==> src/rtl/lic_pkg.sv <==
// Shared constants and types for the local interrupt controller register bank.
// Assumes a 12-bit byte offset and 32-bit registers at 16-byte alignment.
package lic_pkg;
    localparam int ADDR_W  = 12;
    localparam int DATA_W  = 32;
    localparam int NUM_VEC = 256;
    localparam int WORDS   = NUM_VEC / DATA_W;
    localparam int IDX_W   = $clog2(WORDS);
    localparam int LVT_N   = 6;

    localparam logic [DATA_W-1:0] WIN_BASE = 32'hFEE0_0000;
    localparam logic [DATA_W-1:0] RST_VER  = 32'h8005_0010;
    localparam logic [DATA_W-1:0] RST_DFR  = 32'hFFFF_FFFF;
    localparam logic [DATA_W-1:0] RST_SPUR = 32'h0000_00FF;
    localparam logic [DATA_W-1:0] RST_LVT  = 32'h0001_0000;

    typedef enum logic [4:0] {
        SEL_NONE, SEL_ID, SEL_VER, SEL_TPR, SEL_APR, SEL_PPR, SEL_EOI,
        SEL_RRD, SEL_LDR, SEL_DFR, SEL_SPUR, SEL_ISR, SEL_TRG, SEL_IRR,
        SEL_ESR, SEL_ICMD, SEL_LVT, SEL_TINIT, SEL_TCUR, SEL_TDIV,
        SEL_FEAT, SEL_UNH, SEL_IEN
    } sel_e;
endpackage

==> src/rtl/lic_decode.sv <==
// Offset decoder: maps a byte offset to a register select, a word or entry
// index and the read/write permissions. Assumes nothing about the request.
module lic_decode
    import lic_pkg::*;
(
    input  logic [ADDR_W-1:0] addr,
    output sel_e              sel,
    output logic [IDX_W-1:0]  idx,
    output logic              rd_ok,
    output logic              wr_ok
);
    logic [7:0] slot;
    assign slot = addr[ADDR_W-1:4];

    // Classify the offset; unaligned offsets stay undecoded.
    always_comb begin
        sel   = SEL_NONE;
        idx   = addr[4 +: IDX_W];
        rd_ok = 1'b0;
        wr_ok = 1'b0;
        if (addr[3:0] == 4'h0) begin
            case (slot) inside
                8'h02:          begin sel = SEL_ID;    rd_ok = 1'b1; wr_ok = 1'b1; end
                8'h03:          begin sel = SEL_VER;   rd_ok = 1'b1; end
                8'h08:          begin sel = SEL_TPR;   rd_ok = 1'b1; wr_ok = 1'b1; end
                8'h09:          begin sel = SEL_APR;   rd_ok = 1'b1; end
                8'h0A:          begin sel = SEL_PPR;   rd_ok = 1'b1; end
                8'h0B:          begin sel = SEL_EOI; end
                8'h0C:          begin sel = SEL_RRD;   rd_ok = 1'b1; end
                8'h0D:          begin sel = SEL_LDR;   rd_ok = 1'b1; wr_ok = 1'b1; end
                8'h0E:          begin sel = SEL_DFR;   rd_ok = 1'b1; wr_ok = 1'b1; end
                8'h0F:          begin sel = SEL_SPUR;  rd_ok = 1'b1; wr_ok = 1'b1; end
                [8'h10:8'h17]:  begin sel = SEL_ISR;   rd_ok = 1'b1; end
                [8'h18:8'h1F]:  begin sel = SEL_TRG;   rd_ok = 1'b1; end
                [8'h20:8'h27]:  begin sel = SEL_IRR;   rd_ok = 1'b1; end
                8'h28:          begin sel = SEL_ESR;   rd_ok = 1'b1; wr_ok = 1'b1; end
                8'h30, 8'h31:   begin sel = SEL_ICMD;  rd_ok = 1'b1; end
                [8'h32:8'h37]:  begin sel = SEL_LVT;   rd_ok = 1'b1; wr_ok = 1'b1;
                                      idx = addr[4 +: IDX_W] - IDX_W'(2); end
                8'h38:          begin sel = SEL_TINIT; rd_ok = 1'b1; wr_ok = 1'b1; end
                8'h39:          begin sel = SEL_TCUR;  rd_ok = 1'b1; wr_ok = 1'b1; end
                8'h3E:          begin sel = SEL_TDIV;  rd_ok = 1'b1; wr_ok = 1'b1; end
                8'h40:          begin sel = SEL_FEAT; end
                8'h41, 8'h42:   begin sel = SEL_UNH; end
                [8'h48:8'h4F]:  begin sel = SEL_IEN;   rd_ok = 1'b1; wr_ok = 1'b1; end
                [8'h50:8'h53]:  begin sel = SEL_UNH; end
                default:        begin sel = SEL_NONE; end
            endcase
        end
    end
endmodule

==> src/rtl/lic_store.sv <==
// Register storage: holds every writable register and the base/enable flags.
// Assumes wr_fire is already qualified by length, enable and permission.
module lic_store
    import lic_pkg::*;
(
    input  logic                    clk,
    input  logic                    rst_n,
    input  logic                    wr_fire,
    input  sel_e                    sel,
    input  logic [IDX_W-1:0]        idx,
    input  logic [DATA_W-1:0]       wdata,
    input  logic                    base_wr,
    input  logic                    base_wr_boot,
    input  logic                    base_wr_en,
    output logic                    boot_q,
    output logic                    en_q,
    output logic [DATA_W-1:0]       id_q,
    output logic [DATA_W-1:0]       tpr_q,
    output logic [DATA_W-1:0]       ldr_q,
    output logic [DATA_W-1:0]       dfr_q,
    output logic [DATA_W-1:0]       spur_q,
    output logic [DATA_W-1:0]       esr_q,
    output logic [DATA_W-1:0]       tinit_q,
    output logic [DATA_W-1:0]       tcur_q,
    output logic [DATA_W-1:0]       tdiv_q,
    output logic [LVT_N*DATA_W-1:0] lvt_q,
    output logic [NUM_VEC-1:0]      ien_q
);
    // Base/enable flags: only bootstrap and enable are stored.
    always_ff @(posedge clk) begin
        if (!rst_n) begin
            boot_q <= 1'b1;
            en_q   <= 1'b1;
        end else if (base_wr) begin
            boot_q <= base_wr_boot;
            en_q   <= base_wr_en;
        end
    end

    // Scalar read-write registers.
    always_ff @(posedge clk) begin
        if (!rst_n) begin
            id_q   <= '0;
            tpr_q  <= '0;
            ldr_q  <= '0;
            dfr_q  <= RST_DFR;
            spur_q <= RST_SPUR;
            esr_q  <= '0;
            tdiv_q <= '0;
        end else if (wr_fire) begin
            case (sel)
                SEL_ID:   id_q   <= wdata;
                SEL_TPR:  tpr_q  <= wdata;
                SEL_LDR:  ldr_q  <= wdata;
                SEL_DFR:  dfr_q  <= wdata;
                SEL_SPUR: spur_q <= wdata;
                SEL_ESR:  esr_q  <= wdata;
                SEL_TDIV: tdiv_q <= wdata;
                default:  ;
            endcase
        end
    end

    // Timer counts: an initial-count write also reloads the current count.
    always_ff @(posedge clk) begin
        if (!rst_n) begin
            tinit_q <= '0;
            tcur_q  <= '0;
        end else if (wr_fire && sel == SEL_TINIT) begin
            tinit_q <= wdata;
            tcur_q  <= wdata;
        end else if (wr_fire && sel == SEL_TCUR) begin
            tcur_q  <= wdata;
        end
    end

    // One register per local vector entry.
    for (genvar k = 0; k < LVT_N; k++) begin : g_lvt
        always_ff @(posedge clk) begin
            if (!rst_n)
                lvt_q[k*DATA_W +: DATA_W] <= RST_LVT;
            else if (wr_fire && sel == SEL_LVT && idx == IDX_W'(k))
                lvt_q[k*DATA_W +: DATA_W] <= wdata;
        end
    end

    // One register per enable-mask word.
    for (genvar w = 0; w < WORDS; w++) begin : g_ien
        always_ff @(posedge clk) begin
            if (!rst_n)
                ien_q[w*DATA_W +: DATA_W] <= '1;
            else if (wr_fire && sel == SEL_IEN && idx == IDX_W'(w))
                ien_q[w*DATA_W +: DATA_W] <= wdata;
        end
    end

    // an initial-count write shows up in the current count.
    a_r10_init_loads_cur: assert property (@(posedge clk) disable iff (!rst_n)
        (wr_fire && sel == SEL_TINIT) |=> (tcur_q == $past(wdata) && tinit_q == $past(wdata)));
endmodule

==> src/rtl/lic_rdmux.sv <==
// Read-data selector: picks the word for the decoded register.
// Assumes the caller zeroes the data on error.
module lic_rdmux
    import lic_pkg::*;
(
    input  sel_e                    sel,
    input  logic [IDX_W-1:0]        idx,
    input  logic                    boot_q,
    input  logic                    en_q,
    input  logic [DATA_W-1:0]       id_q,
    input  logic [DATA_W-1:0]       tpr_q,
    input  logic [DATA_W-1:0]       ldr_q,
    input  logic [DATA_W-1:0]       dfr_q,
    input  logic [DATA_W-1:0]       spur_q,
    input  logic [DATA_W-1:0]       esr_q,
    input  logic [DATA_W-1:0]       tinit_q,
    input  logic [DATA_W-1:0]       tcur_q,
    input  logic [DATA_W-1:0]       tdiv_q,
    input  logic [LVT_N*DATA_W-1:0] lvt_q,
    input  logic [NUM_VEC-1:0]      ien_q,
    input  logic [NUM_VEC-1:0]      isr_in,
    input  logic [NUM_VEC-1:0]      trig_in,
    input  logic [NUM_VEC-1:0]      irr_in,
    output logic [DATA_W-1:0]       rd_data,
    output logic [2*DATA_W-1:0]     base_msr
);
    logic [DATA_W-1:0] lvt_word;

    // Entry select for the local vector table; out-of-range reads as 0.
    always_comb begin
        lvt_word = '0;
        for (int k = 0; k < LVT_N; k++)
            if (idx == IDX_W'(k)) lvt_word = lvt_q[k*DATA_W +: DATA_W];
    end

    // Base register image: fixed base, stored flags at bits 8 and 11.
    assign base_msr = {{DATA_W{1'b0}}, WIN_BASE[DATA_W-1:12], en_q, 2'b00, boot_q, 8'h00};

    // Word mux by register select.
    always_comb begin
        case (sel)
            SEL_ID:    rd_data = id_q;
            SEL_VER:   rd_data = RST_VER;
            SEL_TPR:   rd_data = tpr_q;
            SEL_LDR:   rd_data = ldr_q;
            SEL_DFR:   rd_data = dfr_q;
            SEL_SPUR:  rd_data = spur_q;
            SEL_ESR:   rd_data = esr_q;
            SEL_ISR:   rd_data = isr_in[int'(idx)*DATA_W +: DATA_W];
            SEL_TRG:   rd_data = trig_in[int'(idx)*DATA_W +: DATA_W];
            SEL_IRR:   rd_data = irr_in[int'(idx)*DATA_W +: DATA_W];
            SEL_IEN:   rd_data = ien_q[int'(idx)*DATA_W +: DATA_W];
            SEL_LVT:   rd_data = lvt_word;
            SEL_TINIT: rd_data = tinit_q;
            SEL_TCUR:  rd_data = tcur_q;
            SEL_TDIV:  rd_data = tdiv_q;
            default:   rd_data = '0;
        endcase
    end
endmodule

==> src/rtl/lic_regbank.sv <==
// Top of the register bank: qualifies each request by length, global enable
// and access class, commits writes on the request edge and registers the
// response for the following cycle. Assumes one request per cycle at most.
module lic_regbank
    import lic_pkg::*;
(
    input  logic                    clk,
    input  logic                    rst_n,
    input  logic                    req_valid,
    input  logic                    req_write,
    input  logic [ADDR_W-1:0]       req_addr,
    input  logic [2:0]              req_len,
    input  logic [DATA_W-1:0]       req_wdata,
    input  logic                    base_wr,
    input  logic                    base_wr_boot,
    input  logic                    base_wr_en,
    input  logic [NUM_VEC-1:0]      isr_in,
    input  logic [NUM_VEC-1:0]      trig_in,
    input  logic [NUM_VEC-1:0]      irr_in,
    output logic                    rsp_valid,
    output logic                    rsp_err,
    output logic [DATA_W-1:0]       rsp_rdata,
    output logic [2*DATA_W-1:0]     base_msr,
    output logic [DATA_W-1:0]       local_id,
    output logic [DATA_W-1:0]       task_prio,
    output logic [DATA_W-1:0]       spurious,
    output logic [LVT_N*DATA_W-1:0] lvt_flat,
    output logic [DATA_W-1:0]       tmr_init,
    output logic [DATA_W-1:0]       tmr_cur,
    output logic [DATA_W-1:0]       tmr_div,
    output logic [NUM_VEC-1:0]      irq_enable
);
    localparam logic [2:0] WORD_LEN = 3'(DATA_W / 8);

    sel_e              sel;
    logic [IDX_W-1:0]  idx;
    logic              rd_ok, wr_ok, acc_ok, wr_fire;
    logic              boot_q, en_q;
    logic [DATA_W-1:0] ldr_q, dfr_q, esr_q, rd_data;

    lic_decode u_dec (.addr(req_addr), .sel(sel), .idx(idx), .rd_ok(rd_ok), .wr_ok(wr_ok));

    // Legal access: right length, enabled, permitted for its direction.
    assign acc_ok  = req_valid && en_q && (req_len == WORD_LEN) && (req_write ? wr_ok : rd_ok);
    assign wr_fire = acc_ok && req_write;

    lic_store u_store (
        .clk(clk), .rst_n(rst_n), .wr_fire(wr_fire), .sel(sel), .idx(idx),
        .wdata(req_wdata), .base_wr(base_wr), .base_wr_boot(base_wr_boot),
        .base_wr_en(base_wr_en), .boot_q(boot_q), .en_q(en_q),
        .id_q(local_id), .tpr_q(task_prio), .ldr_q(ldr_q), .dfr_q(dfr_q),
        .spur_q(spurious), .esr_q(esr_q), .tinit_q(tmr_init), .tcur_q(tmr_cur),
        .tdiv_q(tmr_div), .lvt_q(lvt_flat), .ien_q(irq_enable)
    );

    lic_rdmux u_rd (
        .sel(sel), .idx(idx), .boot_q(boot_q), .en_q(en_q),
        .id_q(local_id), .tpr_q(task_prio), .ldr_q(ldr_q), .dfr_q(dfr_q),
        .spur_q(spurious), .esr_q(esr_q), .tinit_q(tmr_init), .tcur_q(tmr_cur),
        .tdiv_q(tmr_div), .lvt_q(lvt_flat), .ien_q(irq_enable),
        .isr_in(isr_in), .trig_in(trig_in), .irr_in(irr_in),
        .rd_data(rd_data), .base_msr(base_msr)
    );

    // Registered response, one cycle after the request.
    always_ff @(posedge clk) begin
        if (!rst_n) begin
            rsp_valid <= 1'b0;
            rsp_err   <= 1'b0;
            rsp_rdata <= '0;
        end else begin
            rsp_valid <= req_valid;
            rsp_err   <= req_valid && !acc_ok;
            rsp_rdata <= (acc_ok && !req_write) ? rd_data : '0;
        end
    end

    // a response follows each request, and only a request.
    a_r2_rsp_follows: assert property (@(posedge clk) disable iff (!rst_n)
        req_valid |=> rsp_valid);
    a_r2_no_stray_rsp: assert property (@(posedge clk) disable iff (!rst_n)
        !req_valid |=> !rsp_valid);
    // wrong length errors and leaves the enable mask alone.
    a_r3_len_err: assert property (@(posedge clk) disable iff (!rst_n)
        (req_valid && req_len != WORD_LEN) |=> (rsp_err && $stable(irq_enable) && $stable(task_prio)));
    // a cleared enable flag rejects every request.
    a_r4_disabled_err: assert property (@(posedge clk) disable iff (!rst_n)
        (req_valid && !base_msr[11]) |=> rsp_err);
    // a write to the version register errors.
    a_r5_ver_write_err: assert property (@(posedge clk) disable iff (!rst_n)
        (req_valid && req_write && req_addr == 12'h030) |=> rsp_err);
    // error responses carry no data.
    a_r6_err_zero_data: assert property (@(posedge clk) disable iff (!rst_n)
        rsp_err |-> (rsp_rdata == '0 && rsp_valid));
endmodule

==> config.mk <==
export PLATFORM = sky130hd
export DESIGN_NAME = lic_regbank
export DESIGN_NICKNAME = d
export VERILOG_FILES = /design/src/rtl/lic_pkg.sv /design/src/rtl/lic_decode.sv /design/src/rtl/lic_store.sv /design/src/rtl/lic_rdmux.sv /design/src/rtl/lic_regbank.sv
export SDC_FILE = /design/constraint.sdc
export NUM_CORES = 2
export LEC_CHECK = 0
export BUFFER_PORTS_ARGS = -buffer_cell sky130_fd_sc_hd__buf_2
export CORE_AREA = 2 2 611 613
export DETAILED_ROUTE_END_ITERATION = 6
export DIE_AREA = 0 0 613 615
export GPL_TIMING_DRIVEN = 0
export PLACE_DENSITY = 0.35
export SYNTH_ARGS = -nofsm -noshare
export SYNTH_HDL_FRONTEND = slang
export SYNTH_SLANG_ARGS = --single-unit
==> constraint.sdc <==
create_clock -name clk -period 8.3 [get_ports clk]
set_input_delay 1.66 -clock clk [delete_from_list [all_inputs] [get_ports clk]]
set_output_delay 1.66 -clock clk [all_outputs]
set_load 0.01 [all_outputs]
==> flow_summary.toml <==
[synthesis]
synth_top_family_by_area = "compound AO/OA/AOI/OAI gates"
postSynthAreaPerCell_um2 = 7.63
ys.flop_type = "dfxtp_1"
synth_fa_ha_area_share_pct = 0.0632
synth-simple-area-share_pct = 25.2
netlist-cell-type-count = 97
netlist_instances = 5190
synthArstFlopShare_pct = 0
synthMuxAreaShare_pct = 2.50
synth_edf_count = 0
yosys_warnings = 0
ys_seq_elements = 772
synth_area_mm2 = 0.0396
synthXorXnorAreaFrac_pct = 0.0442
synth_seq_area_share_pct = 39.0
synth_compound_area_share_pct = 26.2

[flow_run]
drv_cap = 11

[min_path]
hp-class = "reg2reg"
hold_depth = 2
whs_endpoint = "u_store.esr_q[24]"
hold_start = "u_store.esr_q[24]"

[global_routing]
grt_max_degree = 18
grt_use_total_pct = 31.2
grt_pass1_vias = 50500
grt_overflow = 0
grt_pass1_wl_um = 728000
grt_antenna_before_repair = 391

[worst_setup_path]
arrival_ps = 9150
cp_cell_sequence = "buf_2 -> buf_2 -> nor2_1 -> nand3_1 -> a21boi_1 -> o21ai_0 -> nor3_2 -> buf_2 -> buf_1 -> a221oi_1 -> a22oi_1 -> nand4_1 -> a221o_1 -> a41oi_1"
cpPeakStageDelay_ps = 1190
critical_path_class = "in2reg"
worstPathMaxFanout = 10
r2r-end = "rsp_rdata[0]"
slowest_stage = "buf_1"
cp-end-kind = "flip-flop"
crit_path_start_kind = "primary input"
crit_buf_inv = 4
cpMostUsedCell = "buf_2"
r2r-start = "u_store.en_q"
ff2ff_setup_slack_ps = 2840
crit_family = "compound AO/OA/AOI/OAI gates"
rr_worst_depth = 8
required_ps = 9070

[clocking]
cts_resized = 0
clkLatencyLatePin_ps = 900
clk_path_buf_depth = 4
clk_transition_reported_paths_ps = 60
post_cts_buffers = 0
cts_tree = "yes"
root_buffer = "clkbuf_16"
clkSinkCount = 772
ctsHtreeMaxLevel = 3
numCtsBuffers = 112
hold_buffers = 0

[route]
first_iter_violations = 8192
routed_via_density = 4.62
route.detailed.wl_per_inst_um = 50.2
drc = 0
vias = 56400
drt-total-wl_um = 614000
ant_nets = 0
drt_first_pass_iters = 7

[layout]
syn_to_final_growth_pct = 50.0
multi_input_area_mm2 = 0.0218
final-seq-area_mm2 = 0.0155
fillers = 42800
drive_above_1_share_pct = 30.2
nNetsFinal = 7757

[floorplanning]
dieArea_mm2 = 0.377
design.core.area_mm2 = 0.371
io_pins = 1560
die_y_um = 615
rows = 224
die-width_um = 613
start_util_pct = 10.7

[run_status]
violations = "capacitance limit, slew limit, setup timing"
run_status = "finished, violations left"

[placement]
dp_hpwl_um = 521000
io_buffers = 1495
routabilityCongestion = 1.01

[timing]
period_minus_slack_ps = 8380
skew_ps = 68.5
period_share_pct = 101
post-route-worst-setup-slack_ps = -80.4
maxSlewViolCount = 81
rsz0062_at_grt = "no"
tns_ps = -80.4
setup_viol = 1
fmax_mhz = 119
tightest_slew_ps = 1720
slew-limit-headroom_pct = -15.1
hold_violations = 0

[power_and_ir_drop]
pwr_density_cell_mw_per_mm2 = 169
irDropWorstVdd_uv = 180
fin_total_pwr_mw = 10.1
leakagePower_nw = 23.8
==> Yosys cell counts (all sizes together) (38+ instances only) <==
cell,number,area (um2)
nor3,38,210
buf,212,1210
a222oi,85,851
nor2,85,324
a21oi,107,539
dfxtp,772,15500
nand2,1804,6780
a31oi,42,269
clkbuf,379,1420
a221oi,212,1860
o21ai,70,362
a22oi,53,398
a221o,99,991
a21boi,436,3270
nand3,329,1650
==> sequential cells by signal (all words and copies together), names as in the netlist <==
name             cells
u_store.en_q         1
u_store.dfr_q       32
u_store.tinit_q     32
u_store.boot_q       1
rsp_valid            1
u_store.spur_q      32
u_store.tpr_q       32
u_store.tdiv_q      32
u_store.id_q        32
rsp_err              1
u_store.ldr_q       32
u_store.esr_q       32
u_store.tcur_q      32
rsp_rdata           32
u_store.lvt_q      192
u_store.ien_q      256
==> through the flow <==
step / area [um2] / setup WS [ps] / util [%] / hold slack [ps] / instances
floorplan: 39800 / 3690 / - / 435 / 5250
global placement: 53500 / -3050 / 14.4 / 456 / 11700
detailed placement: 55200 / -517 / 14.9 / 457 / 11800
CTS: 58800 / 441 / 15.8 / 465 / 12000
global route: 59200 / 211 / 16.0 / 484 / 12100
finish: 59400 / -80.4 / 16.0 / 463 / 12200
==> cell families after synthesis <==
family	after synthesis
compound gates	1327
simple gates	2399
mux	64
buf+inv	622
fa+ha+maj	2
xor+xnor	2
other cells	2
flops	772
==> layer usage <==
layer / global-route usage, % / up-vias / wire, um
met5: 0 / - / 275
met4: 21.3 / 42 / 50100
met3: 8.16 / 1266 / 53200
met2: 52.9 / 4565 / 292000
met1: 34.0 / 28400 / 218000
li1: - / 22200 / -
==> report_power, final <==
part / internal (mW) / switching (mW)
sequential: 3.71 / 0.000937
combinational: 0.363 / 0.971
clock: 2.80 / 2.21
==> cell usage in the layout (no fill, tap or decap), drive strengths merged, types with 38 or more instances in the layout <==
master and instances:
a21boi 436, a21oi 107, a221o 99, a221oi 212, a222oi 85, a22oi 53, a31oi 42, buf 1780
clkbuf 539, conb 62, dfxtp 772, diode 239, nand2 1804, nand3 329, nor2 85, nor3 38
o21ai 70
==> final cells by class <==
cell class / instances / share of cell area (%)
flip-flops and latches: 772 / 26.0
clock buffers: 159 / 5.28
clock inverters: 34 / 0.682
repair buffers: 1569 / 15.0
inverters: 31 / 0.196
diodes: 239 / 1.01
plain buffers: 591 / 4.68
multi-input cells: 3856 / 36.6
well taps: 4972 / 10.5
==> worst max-delay path by stage <==
stage | start | endpoint | slack (ps) | cells after the start
finish | req_addr[5] | rsp_rdata[13] | -80 | 14
CTS | req_addr[9] | rsp_rdata[13] | 440 | 13
global route | req_addr[5] | rsp_rdata[13] | 210 | 15
global placement | req_addr[4] | rsp_rdata[20] | -3050 | 13
detailed placement | req_addr[9] | rsp_rdata[13] | -520 | 13
floorplan | req_addr[11] | rsp_rdata[3] | 3690 | 14
==> worst reg2reg max path, stage by stage, from the launching register on <==
cell      delay, ps
dfxtp_1         450
nand3_1         240
nor3_1          960
nand4_1         450
clkbuf_2        540
clkbuf_2        710
a31oi_1        1160
a31oi_1         400
o41ai_1         350
No activity file was read; power rests on OpenSTA's default activity.
